`src/rtl/spi_irq_pkg.sv`:
```
package spi_irq_pkg;
    localparam int NSRC = 8;
    localparam int SRC_TXWM  = 0;
    localparam int SRC_RXWM  = 1;
    localparam int SRC_TXOVR = 2;
    localparam int SRC_RXOVR = 3;
    localparam int SRC_DONE  = 4;
    localparam int SRC_TIM0  = 5;
    localparam int SRC_TIM1  = 6;
    localparam int SRC_TXUDR = 7;

    localparam logic ADDR_CTRL = 1'b0;
    localparam logic ADDR_STAT = 1'b1;

    localparam int CTL_TXWM_LSB = 8;
    localparam int CTL_RXWM_LSB = 12;
    localparam int CTL_SEL_BIT  = 16;
    localparam int CTL_TXFL_BIT = 20;
    localparam int CTL_RXFL_BIT = 21;

    localparam int ST_NFULL_BIT  = 8;
    localparam int ST_NEMPTY_BIT = 9;
    localparam int ST_TXCNT_LSB  = 12;
    localparam int ST_RXCNT_LSB  = 16;

    typedef enum logic {
        FL_IDLE   = 1'b0,
        FL_ACTIVE = 1'b1
    } flush_state_t;
endpackage

```
`src/rtl/spi_irq_flush_fsm.sv`:
```
module spi_irq_flush_fsm
    import spi_irq_pkg::*;
(
    input  logic clk,
    input  logic rst_n,
    input  logic req,
    output logic strobe
);
    flush_state_t state_q, state_d;

    always_ff @(posedge clk or negedge rst_n) begin
        if (!rst_n) state_q <= FL_IDLE;
        else        state_q <= state_d;
    end

    always_comb begin
        state_d = state_q;
        unique case (state_q)
            FL_IDLE:   if (req) state_d = FL_ACTIVE;
            FL_ACTIVE: state_d = FL_IDLE;
            default:   state_d = FL_IDLE;
        endcase
    end

    always_comb begin
        unique case (state_q)
            FL_ACTIVE: strobe = 1'b1;
            default:   strobe = 1'b0;
        endcase
    end
endmodule

```
`src/rtl/spi_irq_wm_cmp.sv`:
```
module spi_irq_wm_cmp #(
    parameter int CNT_W = 4,
    parameter int WM_W  = 3
) (
    input  logic [CNT_W-1:0] count,
    input  logic [WM_W-1:0]  code,
    output logic             above
);
    logic [CNT_W-1:0] limit;
    always_comb begin
        limit = CNT_W'(code) + CNT_W'(1);
        above = (count > limit);
    end
endmodule

```
`src/rtl/spi_irq_sticky.sv`:
```
module spi_irq_sticky #(
    parameter int N = 8
) (
    input  logic         clk,
    input  logic         rst_n,
    input  logic [N-1:0] evt,
    input  logic [N-1:0] clr,
    input  logic [N-1:0] en,
    output logic [N-1:0] flags,
    output logic         irq
);
    logic [N-1:0] flags_q;

    always_ff @(posedge clk or negedge rst_n) begin
        if (!rst_n) flags_q <= '0;
        else        flags_q <= (flags_q & ~clr) | evt;
    end

    assign flags = flags_q;
    assign irq   = |(flags_q & en);
endmodule

```
`src/rtl/spi_irq_status_unit.sv`:
```
module spi_irq_status_unit
    import spi_irq_pkg::*;
#(
    parameter int DEPTH = 8,
    parameter int WM_W  = 3
) (
    input  logic        clk,
    input  logic        rst_n,
    input  logic        reg_wr,
    input  logic        reg_addr,
    input  logic [31:0] reg_wdata,
    output logic [31:0] reg_rdata,
    input  logic [3:0]  tx_count,
    input  logic [3:0]  rx_count,
    input  logic        tx_ovr,
    input  logic        rx_ovr,
    input  logic        tx_udr,
    input  logic        tim0_exp,
    input  logic        tim1_exp,
    input  logic        tx_done,
    input  logic        tx_done_dma,
    output logic        tx_flush,
    output logic        rx_flush,
    output logic        tx_not_full,
    output logic        rx_not_empty,
    output logic        irq
);
    localparam int CNT_W = $clog2(DEPTH + 1);

    logic [NSRC-1:0] en_q;
    logic [WM_W-1:0] tx_wm_q, rx_wm_q;
    logic            sel_q;
    logic            ctl_wr, st_wr;
    logic [1:0]      fl_req, fl_strobe;
    logic [NSRC-1:0] evt, clr, flags;
    logic            tx_above, rx_above;

    assign ctl_wr = reg_wr && (reg_addr == ADDR_CTRL);
    assign st_wr  = reg_wr && (reg_addr == ADDR_STAT);

    always_ff @(posedge clk or negedge rst_n) begin
        if (!rst_n) begin
            en_q    <= '0;
            tx_wm_q <= '0;
            rx_wm_q <= '0;
            sel_q   <= 1'b0;
        end else if (ctl_wr) begin
            en_q    <= reg_wdata[NSRC-1:0];
            tx_wm_q <= reg_wdata[CTL_TXWM_LSB +: WM_W];
            rx_wm_q <= reg_wdata[CTL_RXWM_LSB +: WM_W];
            sel_q   <= reg_wdata[CTL_SEL_BIT];
        end
    end

    assign fl_req[0] = ctl_wr && reg_wdata[CTL_TXFL_BIT];
    assign fl_req[1] = ctl_wr && reg_wdata[CTL_RXFL_BIT];

    for (genvar g = 0; g < 2; g++) begin : g_flush
        spi_irq_flush_fsm u_fsm (
            .clk    (clk),
            .rst_n  (rst_n),
            .req    (fl_req[g]),
            .strobe (fl_strobe[g])
        );
    end

    assign tx_flush = fl_strobe[0];
    assign rx_flush = fl_strobe[1];

    spi_irq_wm_cmp #(.CNT_W(CNT_W), .WM_W(WM_W)) u_txwm (
        .count (tx_count[CNT_W-1:0]), .code (tx_wm_q), .above (tx_above));
    spi_irq_wm_cmp #(.CNT_W(CNT_W), .WM_W(WM_W)) u_rxwm (
        .count (rx_count[CNT_W-1:0]), .code (rx_wm_q), .above (rx_above));

    always_comb begin
        evt            = '0;
        evt[SRC_TXWM]  = tx_above;
        evt[SRC_RXWM]  = rx_above;
        evt[SRC_TXOVR] = tx_ovr;
        evt[SRC_RXOVR] = rx_ovr;
        evt[SRC_DONE]  = sel_q ? tx_done_dma : tx_done;
        evt[SRC_TIM0]  = tim0_exp;
        evt[SRC_TIM1]  = tim1_exp;
        evt[SRC_TXUDR] = tx_udr;
        clr            = st_wr ? reg_wdata[NSRC-1:0] : '0;
    end

    spi_irq_sticky #(.N(NSRC)) u_sticky (
        .clk   (clk),
        .rst_n (rst_n),
        .evt   (evt),
        .clr   (clr),
        .en    (en_q),
        .flags (flags),
        .irq   (irq)
    );

    assign tx_not_full  = (tx_count[CNT_W-1:0] != CNT_W'(DEPTH));
    assign rx_not_empty = (rx_count[CNT_W-1:0] != '0);

    always_comb begin
        reg_rdata = '0;
        unique case (reg_addr)
            ADDR_CTRL: begin
                reg_rdata[NSRC-1:0]                 = en_q;
                reg_rdata[CTL_TXWM_LSB +: WM_W]     = tx_wm_q;
                reg_rdata[CTL_RXWM_LSB +: WM_W]     = rx_wm_q;
                reg_rdata[CTL_SEL_BIT]              = sel_q;
                reg_rdata[CTL_TXFL_BIT]             = fl_strobe[0];
                reg_rdata[CTL_RXFL_BIT]             = fl_strobe[1];
            end
            default: begin
                reg_rdata[NSRC-1:0]                 = flags;
                reg_rdata[ST_NFULL_BIT]             = tx_not_full;
                reg_rdata[ST_NEMPTY_BIT]            = rx_not_empty;
                reg_rdata[ST_TXCNT_LSB +: CNT_W]    = tx_count[CNT_W-1:0];
                reg_rdata[ST_RXCNT_LSB +: CNT_W]    = rx_count[CNT_W-1:0];
            end
        endcase
    end
endmodule


```
`config.mk`:
```
export PLATFORM = sky130hd
export DESIGN_NAME = spi_irq_status_unit
export DESIGN_NICKNAME = d
export VERILOG_FILES = /design/src/rtl/spi_irq_pkg.sv /design/src/rtl/spi_irq_flush_fsm.sv /design/src/rtl/spi_irq_wm_cmp.sv /design/src/rtl/spi_irq_sticky.sv /design/src/rtl/spi_irq_status_unit.sv
export SDC_FILE = /design/constraint.sdc
export NUM_CORES = 1
export LEC_CHECK = 0
export ABC_AREA = 1
export BUFFER_PORTS_ARGS = -buffer_cell sky130_fd_sc_hd__buf_2
export CAP_MARGIN = 20
export CORE_UTILIZATION = 49
export DETAILED_ROUTE_END_ITERATION = 16
export PLACE_DENSITY_LB_ADDON = 0.1
export SLEW_MARGIN = 20
export SYNTH_ARGS = -nofsm -noshare
export SYNTH_HDL_FRONTEND = slang
export SYNTH_HIERARCHICAL = 1
export SYNTH_SLANG_ARGS = --single-unit
```
`constraint.sdc`:
```
create_clock -name clk -period 4.35 [get_ports clk]
set_input_delay 0.435 -clock clk [delete_from_list [all_inputs] [get_ports clk]]
set_output_delay 0.435 -clock clk [all_outputs]
set_load 0.02 [all_outputs]
```
Yosys cells after proc, flatten, opt, wreduce, memory -nomap -nowiden --
Cells that the tools add are included.
Cells by class: magnitude comparators 2, mux-type cells 15, $add $sub $neg 2, equality and inequality tests 1, reductions and logical operators 6, bitwise gates (word level) 7
Operator list (count):
- 8-bit AND | 2
- 10-bit 2-to-1 mux | 1
- 3-bit by 1-bit adder with 4-bit output (second input constant) | 2
- 4-bit greater-than comparator | 2
- 1-bit 2-to-1 mux | 8
- 8-bit 2-to-1 mux | 1
- 8-bit NOT | 1
- 8-bit OR | 1
- 8-bit OR reduction | 1
- 3-bit 2-to-1 mux | 2
- 1-bit logical AND | 4
- 4-bit inequality test (second input constant) | 1
- 1-bit case mux with 2 select lines | 2
- 4-bit nonzero test | 1
- 1-bit NOT | 3
- 2-bit 2-to-1 mux | 1
Storage, ports and cells: bits in registers 25, input bits 51, output and inout bits 37

Logic depth before layout (Yosys ltp) --
depth in word-level cells 5, gate-level depth with buffers 8

Cells and area by module --
The synthesis kept the hierarchy.
By module, submodules not included:
- spi_irq_status_unit | cells each 160, sequential area each 375.4 um2, times used 1, area an instance 999.7 um2
- spi_irq_sticky | cells each 39, sequential area each 200.2 um2, times used 1, area an instance 346.6 um2
- spi_irq_wm_cmp | cells each 21, sequential area each 0.0 um2, times used 2, area an instance 131.4 um2
- spi_irq_flush_fsm | cells each 3, sequential area each 25.0 um2, times used 2, area an instance 35.0 um2

Worst setup path after synthesis --
Ideal clock, no wire load.
kind register to register, from register rx_wm_q[0], to register u_sticky.flags_q[1], in the netlist u_sticky/flags[1], stages on the path, launching flop included 9, data arrival time 1.317 ns, period minus slack after synthesis 1.440 ns, setup time 0.124 ns, buffers on the path 0, path slack 2.910 ns, path through dfrtp_1 -> ha_1 -> xnor2_1 -> ha_1 -> nand2_1 -> inv_1 -> nand2_1 -> a21oi_1 -> o21bai_1
Between the ends: cells in the longest elaborated chain, start to end 3
Ends and longest elaborated chain:
- start: declaration | line spi_irq_status_unit.sv:31 | logic [WM_W-1:0] tx_wm_q, rx_wm_q;
- start signal: assignment | line spi_irq_status_unit.sv:50 | rx_wm_q <= reg_wdata[CTL_RXWM_LSB +: WM_W];
- 3-bit by 1-bit adder with 4-bit output | line spi_irq_wm_cmp.sv:11 | limit = CNT_W'(code) + CNT_W'(1);
- 4-bit greater-than comparator | line spi_irq_wm_cmp.sv:12 | above = (count > limit);
- net evt[1] | line spi_irq_status_unit.sv:35 | logic [NSRC-1:0] evt, clr, flags;
- 8-bit OR | line spi_irq_sticky.sv:16 | else flags_q <= (flags_q & ~clr) | evt;
- end signal: assignment | line spi_irq_sticky.sv:16
- end: declaration | line spi_irq_sticky.sv:12 | logic [N-1:0] flags_q;
The timed path passes the listed nets, and every way through them passes these cells. A chain may end at the register's enable or synchronous reset.

Worst setup path after layout --
from input reg_addr, to output reg_rdata[13]
Between the ends: cells in the longest elaborated chain, start to end 1
Ends and longest elaborated chain:
- start: declaration | line spi_irq_status_unit.sv:10 | input logic reg_addr,
- 3-bit 2-to-1 mux | line spi_irq_status_unit.sv:103 | unique case (reg_addr)
- end: declaration | line spi_irq_status_unit.sv:12 | output logic [31:0] reg_rdata,
Every way passes these cells.

==> key figures <==
Synth
  • Synthesis Warnings: 6
  • Synthesized cell area: 0.00168 mm2
  • Seq cells post-synth: 25
  • Seq/Total Area, Yosys: 0.373
  • Post-Synthesis Cells: 247
  • Syn avg cell area: 6.80 um2
  • Netlist cell types: 17

Global routing
  • First-pass GRT wire length: 5.49 mm
  • Pin count of the biggest net entering global routing: 26
  • Antenna violations before repair: 0
  • GRT Overall Usage: 0.197
  • GRT overflow: 0
  • Vias in the first global route: 1286

Timing
  • F_max: around 0.53 GHz
  • Fin crit share: 0.432
  • Slew HR: 0.637
  • Clock skew: 0.00177 ns
  • Slew Viols, Final: 0
  • Min cycle time layout: 1.88 ns
  • Final Hold Viols: 0
  • TNS Setup: 0 ns
  • Worst setup margin: 2.47 ns
  • Setup-failing EPs final: 0
  • Worst-Margin Slew: roughly 0.54 ns
  • RSZ-0062 raised after global routing: false

Placed design
  • RD Place Congestion: 0.767
  • Place WS: 2.45 ns
  • Inst Count DP: 344
  • Detailed placer's ending HPWL: between 2 and 3 mm
  • I/O Buffers: 61

Die
  • Die ar.: 0.00367 mm2
  • Core area: 0.00315 mm2
  • # rows: 20
  • IO Pins: ~90
  • Die Span Y: 60.5 um
  • Die X-Extent: 60.5 um
  • Initial Util: 0.533

CTS
  • Bufs on Longest Clock Path: 2
  • Worst-Skew Late Latency: 0.30 ns
  • Hold-fix buffers, CTS: 0
  • Cts repair resizes: 0
  • Clock slew at reported path FFs: 0.12 ns
  • Clock Sinks: 25
  • Total CTS buffers: 3
  • Clock Tree Root: clkbuf_4
  • CTS H-tree depth: 1
  • Post-CTS Setup Inserts: 0
  • TritonCTS clock tree: done

Worst setup path
  • CP max FO: 24
  • Setup CP Type: input pin to output port
  • Element type at the critical path end: output port
  • Startpoint Class: input pin
  • R2R depth: 8
  • WP data arrival: 1.45 ns
  • Reg2reg end: u_sticky/flags[1]
  • RR Startpoint: rx_wm_q[0]
  • Worst reg-to-reg setup slack: ~2.8 ns
  • Required time of the critical path: approximately 3.9 ns

Power
  • Clock power frac: 0.175
  • Flop pwr share: 0.493
  • Cell Pwr Density: 283 mW/mm2
  • Net load switching power: 198 uW
  • Sw Share: 0.353
  • Max VDD drop: between 0.1 and 0.15 mV
  • Internal power: 362 uW
  • Leak: 0.00129 uW
  • Comb power frac: 0.332

Cells and area
  • Fin cells: 348
  • Leading cell type in the layout, fill and taps excluded: nand2_1
  • Nets: ~370
  • Fill count: 338
  • Share of cells above drive strength 1: 0.224
  • N_diodes: 0
  • Most frequent cells in the layout: nand2_1, buf_2, inv_1
  • Area Growth Syn to Fin: 17.8%

Detailed routing
  • Final WL: 3.32 mm
  • DRT antenna net count: 0
  • WL/cell: 9.54 um
  • DRC viols: 0
  • First-pass detailed-route iteration total: 4
  • DR vias: 1535
  • Via density per instance: 4.41
  • Iter 0 DRT Violations: 41

Min path
  • Class of the worst hold path: input pin to asynchronous set/reset pin

Run status
  • Outcome: finished, final reports clean

Run
  • Max-cap violation count: 0
==> metal layers <==
metal	up-vias	GRT usage	wire, um
li1	830	-	-
met2	41	0.336	1560
met3	2	0.0277	155
met5	-	0	0
met1	662	0.270	1590
met4	0	0.0390	19
==> worst max-delay path, cell delays in order <==
cell and delay, ns:
buf_2 0.38, inv_2 0.28, nand2_1 0.13, nand2_1 0.05, buf_2 0.15
==> cells in the mapped netlist <==
library cell  number  area share
nand3_1            9       0.027
nor2_1            21       0.047
buf_4             14       0.063
xnor2_1            2       0.010
nor2_2             2      0.0075
inv_2              1      0.0022
o21ai_0            1      0.0030
o21bai_1           8       0.036
conb_1             1      0.0022
nand2_1           95        0.21
a21oi_1            4       0.012
buf_2              4       0.012
nand2_2            1      0.0037
o21ai_1            8       0.024
dfrtp_1           25        0.37
ha_1              10       0.075
inv_1             41       0.092
==> sequential cells by signal (all words and copies together) (netlist names) <==
register               count
en_q                       8
g_flush.u_fsm/state_q      2
rx_wm_q                    3
sel_q                      1
tx_wm_q                    3
u_sticky/flags             8
==> final cells by class <==
type / count / area [um2] / area share
tap: 44 / 55.1 / 0.0278
inverter: 42 / 158 / 0.0797
timing repair buffer: 61 / 305 / 0.154
sequential: 25 / 626 / 0.316
clock buffer: 4 / 26.3 / 0.0133
multi-input combinational: 172 / 808 / 0.409
==> metrics by stage <==
stage                     cell area [um2]   util  hold slack, ns  power (uW)
after global routing                 1980  0.627           0.116         612
after global placement               1950  0.619           0.445         464
after CTS                            1980  0.627           0.111         568
after floorplan                      1720      -           0.139         416
after detailed placement             1950  0.619           0.449         469
final                                1980  0.627          0.0990         560
==> power groups by stage <==
stage | Combinational [uW] | Clock, uW | Sequential, uW
after floorplan | 139 | 0 | 277
after CTS | 189 | 103 | 276
final | 186 | 98.2 | 276
after global routing | 216 | 117 | 279
after detailed placement | 188 | 0 | 281
after global placement | 184 | 0 | 280
==> worst max-delay path by stage <==
stage / cells after the start / end / from / slack (ns)
final: 5 / reg_rdata[13] / reg_addr / 2.47
after global routing: 5 / reg_rdata[12] / reg_addr / 2.33
after detailed placement: 5 / reg_rdata[12] / reg_addr / 2.45
after floorplan: 8 / u_sticky/flags[1] / rx_wm_q[0] / 2.91
after CTS: 5 / reg_rdata[12] / reg_addr / 2.45
after global placement: 5 / reg_rdata[13] / reg_addr / 2.44
==> logic make-up after synthesis <==
family                     share of synthesized area
AOI/OAI and AO/OA                             0.0745
xor gates and xnor gates                      0.0104
adders and majority gates                     0.0745
buffers and inverters                          0.168
DFF                                            0.373
other                                        0.00223
and+or+nand+nor                                0.297
Power figures use the tool's default switching activity.
